`config.mk`:
```
export PLATFORM = sky130hd
export DESIGN_NAME = dvb_bank
export DESIGN_NICKNAME = d
export VERILOG_FILES = /design/src/rtl/dvb_pkg.sv /design/src/rtl/dvb_kick_ctl.sv /design/src/rtl/dvb_regs.sv /design/src/rtl/dvb_div_cell.sv /design/src/rtl/dvb_bank.sv
export SDC_FILE = /design/constraint.sdc
export NUM_CORES = 1
export LEC_CHECK = 0
export BUFFER_PORTS_ARGS = -buffer_cell sky130_fd_sc_hd__buf_2
export CORE_MARGIN = 1
export CORE_UTILIZATION = 35
export DETAILED_ROUTE_END_ITERATION = 8
export PLACE_DENSITY = 0.5
export SYNTH_ARGS = -nofsm -noshare
export SYNTH_HDL_FRONTEND = slang
export SYNTH_SLANG_ARGS = --single-unit
```
`constraint.sdc`:
```
create_clock -name clk -period 3.1 [get_ports clk]
set_input_delay 0.62 -clock clk [delete_from_list [all_inputs] [get_ports clk]]
set_output_delay 0.62 -clock clk [all_outputs]
set_load 0.03 [all_outputs]
```
`src/rtl/dvb_pkg.sv`:
```
package dvb_pkg;
    localparam int CODE_W = 4;
    localparam int CNT_W  = 7;
    localparam int SLOTS  = 4;
    localparam int KICK_BIT = 31;

    function automatic logic [CNT_W-1:0] code_to_div(input logic [CODE_W-1:0] code);
        logic [CNT_W-1:0] d;
        unique case (code)
            4'd0:  d = 7'd2;
            4'd1:  d = 7'd3;
            4'd2:  d = 7'd4;
            4'd3:  d = 7'd6;
            4'd4:  d = 7'd8;
            4'd5:  d = 7'd12;
            4'd6:  d = 7'd16;
            4'd7:  d = 7'd18;
            4'd8:  d = 7'd24;
            4'd9:  d = 7'd32;
            4'd10: d = 7'd36;
            4'd11: d = 7'd48;
            4'd13: d = 7'd72;
            4'd14: d = 7'd96;
            default: d = 7'd0;
        endcase
        return d;
    endfunction

    function automatic logic code_ok(input logic [CODE_W-1:0] code, input logic [15:0] mask);
        return mask[code] && (code_to_div(code) != '0);
    endfunction

    typedef enum logic [0:0] {ST_IDLE = 1'b0, ST_APPLY = 1'b1} kick_state_t;
endpackage

```
`src/rtl/dvb_kick_ctl.sv`:
```
module dvb_kick_ctl
    import dvb_pkg::*;
(
    input  logic clk,
    input  logic rst_n,
    input  logic kick_req,
    output logic commit
);
    kick_state_t state, state_nx;

    always_comb begin
        state_nx = state;
        unique case (state)
            ST_IDLE:  if (kick_req) state_nx = ST_APPLY;
            ST_APPLY: state_nx = ST_IDLE;
            default:  state_nx = ST_IDLE;
        endcase
    end

    always_ff @(posedge clk or negedge rst_n) begin
        if (!rst_n) state <= ST_IDLE;
        else        state <= state_nx;
    end

    always_comb begin
        unique case (state)
            ST_APPLY: commit = 1'b1;
            default:  commit = 1'b0;
        endcase
    end
endmodule

```
`src/rtl/dvb_regs.sv`:
```
module dvb_regs
    import dvb_pkg::*;
#(
    parameter int NUM_OUT   = 6,
    parameter int NUM_WORDS = 2,
    parameter int ADDR_W    = 1,
    parameter logic [NUM_OUT*16-1:0] MASKS = '1
) (
    input  logic                      clk,
    input  logic                      rst_n,
    input  logic                      wr_en,
    input  logic [ADDR_W-1:0]         wr_addr,
    input  logic [31:0]               wr_data,
    input  logic [ADDR_W-1:0]         rd_addr,
    input  logic                      busy,
    output logic [31:0]               rd_data,
    output logic                      kick_req,
    output logic [NUM_OUT*CODE_W-1:0] shd_codes,
    output logic [NUM_OUT-1:0]        err
);
    logic unused_hi;
    assign unused_hi = ^wr_data[30:SLOTS*CODE_W];

    assign kick_req = wr_en && (wr_addr == '0) && wr_data[KICK_BIT] && !busy;

    for (genvar i = 0; i < NUM_OUT; i++) begin : g_field
        localparam int WORD = i / SLOTS;
        localparam int SLOT = i % SLOTS;
        localparam logic [15:0] MASK = MASKS[16*i +: 16];
        logic [CODE_W-1:0] wcode;
        logic              hit;
        assign wcode = wr_data[CODE_W*SLOT +: CODE_W];
        assign hit   = wr_en && (wr_addr == ADDR_W'(WORD));

        always_ff @(posedge clk or negedge rst_n) begin
            if (!rst_n) begin
                shd_codes[CODE_W*i +: CODE_W] <= '0;
                err[i] <= 1'b0;
            end else if (hit) begin
                if (code_ok(wcode, MASK)) shd_codes[CODE_W*i +: CODE_W] <= wcode;
                else                      err[i] <= 1'b1;
            end
        end
    end

    always_comb begin
        rd_data = '0;
        for (int i = 0; i < NUM_OUT; i++) begin
            if (rd_addr == ADDR_W'(i / SLOTS))
                rd_data[CODE_W*(i % SLOTS) +: CODE_W] = shd_codes[CODE_W*i +: CODE_W];
        end
        if (rd_addr == '0) rd_data[KICK_BIT] = busy;
    end
endmodule

```
`src/rtl/dvb_div_cell.sv`:
```
module dvb_div_cell
    import dvb_pkg::*;
(
    input  logic              clk,
    input  logic              rst_n,
    input  logic              commit,
    input  logic [CODE_W-1:0] new_code,
    output logic [CODE_W-1:0] act_code,
    output logic              tick
);
    logic [CNT_W-1:0] cnt, lim;

    assign lim  = code_to_div(act_code) - 7'd1;
    assign tick = (cnt == lim);

    always_ff @(posedge clk or negedge rst_n) begin
        if (!rst_n) begin
            act_code <= '0;
            cnt      <= '0;
        end else if (commit) begin
            act_code <= new_code;
            cnt      <= '0;
        end else if (tick) begin
            cnt <= '0;
        end else begin
            cnt <= cnt + 7'd1;
        end
    end
endmodule

```
`src/rtl/dvb_bank.sv`:
```
module dvb_bank
    import dvb_pkg::*;
#(
    parameter int NUM_OUT = 6,
    parameter logic [NUM_OUT*16-1:0] OUT_MASKS = {16'h677C, {5{16'h6FFF}}},
    localparam int NUM_WORDS = (NUM_OUT + SLOTS - 1) / SLOTS,
    localparam int ADDR_W = (NUM_WORDS > 1) ? $clog2(NUM_WORDS) : 1
) (
    input  logic               clk,
    input  logic               rst_n,
    input  logic               wr_en,
    input  logic [ADDR_W-1:0]  wr_addr,
    input  logic [31:0]        wr_data,
    input  logic [ADDR_W-1:0]  rd_addr,
    output logic [31:0]        rd_data,
    output logic [NUM_OUT-1:0] tick_o,
    output logic [NUM_OUT-1:0] err_o
);
    logic                      kick_req, commit;
    logic [NUM_OUT*CODE_W-1:0] shd_codes, act_codes;

    dvb_kick_ctl u_kick (
        .clk(clk), .rst_n(rst_n), .kick_req(kick_req), .commit(commit)
    );

    dvb_regs #(
        .NUM_OUT(NUM_OUT), .NUM_WORDS(NUM_WORDS), .ADDR_W(ADDR_W), .MASKS(OUT_MASKS)
    ) u_regs (
        .clk(clk), .rst_n(rst_n), .wr_en(wr_en), .wr_addr(wr_addr), .wr_data(wr_data),
        .rd_addr(rd_addr), .busy(commit), .rd_data(rd_data), .kick_req(kick_req),
        .shd_codes(shd_codes), .err(err_o)
    );

    for (genvar i = 0; i < NUM_OUT; i++) begin : g_div
        dvb_div_cell u_cell (
            .clk(clk), .rst_n(rst_n), .commit(commit),
            .new_code(shd_codes[CODE_W*i +: CODE_W]),
            .act_code(act_codes[CODE_W*i +: CODE_W]),
            .tick(tick_o[i])
        );
    end
endmodule

```
==> flow_metrics.py <==
metrics = {
    "status": {
        "status": "complete, but fails checks",
        "violations": "negative setup slack",
    },
    "die": {
        "dieArea_sq_um": 20700,
        "core_region_area_sq_um": 19600,
        "core.rowCount": 51,
        "io_pins": 81,
        "start_util_pct": 35.9,
        "fp.dieH_um": 144,
        "fp.dieW_um": 144,
    },
    "synthesis": {
        "netlist_area_sq_um": 7040,
        "synth_area_per_cell_sq_um": 9.56,
        "async_flop_share_pct": 100,
        "ys_top_cells_by_area": "dfrtp_1, ha_1, mux2_2",
        "netlist_top_cells_count": "dfrtp_1, nand2_1, ha_1, mux2_2, xnor2_1",
        "ys_warn_count": 0,
        "ys_seq_area_share_pct": 34.5,
        "yosysTopAreaCellShare_pct": 34.5,
        "ys_ff_latch": 97,
        "yosys.cell_types.count": 62,
        "synthCells": 736,
        "yosys.area.top_type": "dfrtp_1",
        "synth.most_common_cell": "dfrtp_1",
        "synth_edf_count": 0,
        "synthFlopType": "dfrtp_1",
    },
    "route": {
        "drtIter0Drc": 213,
        "num_vias": 5521,
        "dr_wl_met3_um": 591,
        "met2_length_mm": 7.60,
        "wl_mm": 15.7,
        "antenna_left": 0,
        "highest_layer": "met4",
        "drc_errors": 0,
        "wl_per_cell_um": 14.5,
        "drtPass1Iterations": 4,
        "m1WireLength_mm": 7.35,
        "routed_via_density": 5.10,
    },
    "clock_tree": {
        "cts_buffers": 9,
        "cts-hold-fix-buffers": 0,
        "cts_buffer_depth": 2,
        "clk_latency_ns": 0.35,
        "clk_pin_slew_ns": 0.07,
        "root_buffer": "clkbuf_16",
        "htreeDepth": 3,
        "cts_tree": "done",
        "clkSinkCount": 97,
    },
    "timing": {
        "slew_viol_final": 0,
        "post-route-min-period_ns": 3.20,
        "min_period_over_period_pct": 103,
        "tns_ns": -0.237,
        "setup_slack_ns": -0.0954,
        "setup-violations-final": 3,
        "rsz0062_at_grt": "true",
        "relSlewSlack_pct": 52.3,
        "fmax_mhz": 313,
        "finalClockSkew_ns": 0.00579,
        "worst_pin_slew_ns": 0.716,
        "hold_violations": 0,
    },
    "power": {
        "p_per_area_nw_per_um2": 822,
        "p_total_mw": 7.09,
        "irDropWorstVdd_mv": 0.309,
        "power.leakage_nw": 3.57,
    },
    "global_route": {
        "grt_first_pass_wirelength_mm": 26.3,
        "antenna_found_initial": 0,
        "grt_usage_pct": 15.9,
        "grt-ovfl-total": 0,
        "grt_pass1_vias": 5495,
        "grt_max_degree": 53,
    },
    "worst_setup_path": {
        "cp-start-kind": "flop",
        "endpoint_kind": "output port",
        "worstSetupPathType": "flop to output port",
        "r2r_cells": 9,
        "worst-path-buf-inv": 2,
        "required_ns": 2.48,
        "critPathMaxFanout": 4,
        "crit_chain": "inv_2 > ha_4 > nor2b_4 > o2111ai_2 > xnor3_1 > or3b_4 > a2111oi_4 > buf_4",
        "cp_top_family": "simple AND/OR/NAND/NOR gates",
        "cp_slowest_cell": "dfrtp_1",
        "crit_arrival_ns": 2.58,
        "cp.depth": 8,
        "slowest_delay_ns": 0.41,
    },
    "placed_design": {
        "io_buffers": 50,
        "place_ws_ns": 0.0821,
        "gp_congestion": 0.801,
        "dp_hpwl_mm": 11.3,
    },
    "final_layout": {
        "utilization_pct": 44.1,
        "final_layout_size_suffix_gt1_share_pct": 30.7,
        "fillers": 1894,
        "multi_input_area_sq_um": 4730,
        "area_growth_pct": 22.6,
        "antenna_cells": 0,
        "nNetsFinal": 902,
        "register_area_sq_um": 2440,
    },
    "min_path": {
        "hold_path_class": "input pin to async pin",
    },
    "flow_run": {
        "maxCapViolations": 0,
    },
}
-- per-stage QoR --
| stage | cell area, sq um | std cells | hold slack (ns) |
|---|---|---|---|
| finish | 8630 | 1083 | 0.282 |
| global placement | 7680 | 1048 | 0.458 |
| global route | 8630 | 1083 | 0.326 |
| detailed placement | 7680 | 1048 | 0.456 |
| CTS | 8360 | 1075 | 0.308 |
| floorplan | 7120 | 750 | 0.324 |
-- cells by family (layout without fill, tap and decap cells) --
group	Yosys count	after routing	synth area share, %
compound gates	135	135	14.3
xor+xnor	72	72	9.15
fa+ha+maj	51	51	9.07
buf+inv	84	152	5.87
flops	97	97	34.5
mux	54	54	8.57
other cells	1	15	0.0533
simple gates	242	242	18.5
-- cell type report --
cell class | count | area share, %
Clock buffer | 11 | 2.93
Clock inverter | 4 | 0.333
Inverter | 34 | 1.57
Multi-Input combinational cell | 569 | 54.8
Sequential cell | 97 | 28.3
Tap cell | 265 | 3.84
Timing Repair Buffer | 103 | 8.26
-- placed cells by master (no fill, tap or decap), types with 25 or more instances in the layout --
| master | netlist | final |
|---|---|---|
| dfrtp_1 | 97 | 88 |
| nand2_1 | 57 | 56 |
| buf_4 | 22 | 52 |
| mux2_2 | 46 | 43 |
| buf_2 | 6 | 43 |
| xnor2_1 | 43 | 39 |
| ha_1 | 51 | 35 |
| o21ai_0 | 38 | 31 |
| nor3_1 | 32 | 31 |
| xor2_1 | 28 | 26 |
| inv_1 | 34 | 25 |
-- path summary, 6_finish.rpt --
kind	slack, ns	endpoint	startpoint
setup / recovery	-0.1	tick_o[4]	g_div[4].u_cell.act_code[0]$_DFFE_PN0P_
hold / removal	0.28	g_div[0].u_cell.act_code[1]$_DFFE_PN0P_	rst_n
setup reg to reg	0.69	g_div[4].u_cell.cnt[1]$_DFF_PN0_	g_div[4].u_cell.act_code[0]$_DFFE_PN0P_
hold reg to reg	0.47	u_regs.err[2]$_DFFE_PN0P_	u_regs.err[2]$_DFFE_PN0P_
max in group asynchronous	2.09	u_kick.state$_DFF_PN0_	rst_n
min in group clk	0.47	u_regs.err[2]$_DFFE_PN0P_	u_regs.err[2]$_DFFE_PN0P_
-- sequential cells by signal, summed over array words and instances, names as in the netlist --
name / cells
u_regs.err: 6
u_kick.state: 1
g_div.u_cell.cnt: 42
u_regs.shd_codes: 24
g_div.u_cell.act_code: 24
-- routing by layer --
metal	GRT usage, %	up-vias
met5	0	-
met1	20.7	2701
li1	-	2729
met2	26.8	80
met4	4.37	0
met3	3.37	11
-- where the power goes --
part | internal, mW | switching, mW
clock | 0.583 | 0.479
sequential | 1.63 | 0.478
combinational | 1.96 | 1.96
total | 4.17 | 2.92
-- timing repair --
action                                  CTS  global route
endpoints found under the setup margin    6             6
hold endpoints to repair                  0             0
pin swaps                                16            16
buffers inserted                         12             8
gates resized for setup                  75            43
Note: power is estimated with default switching activity, not from simulation.
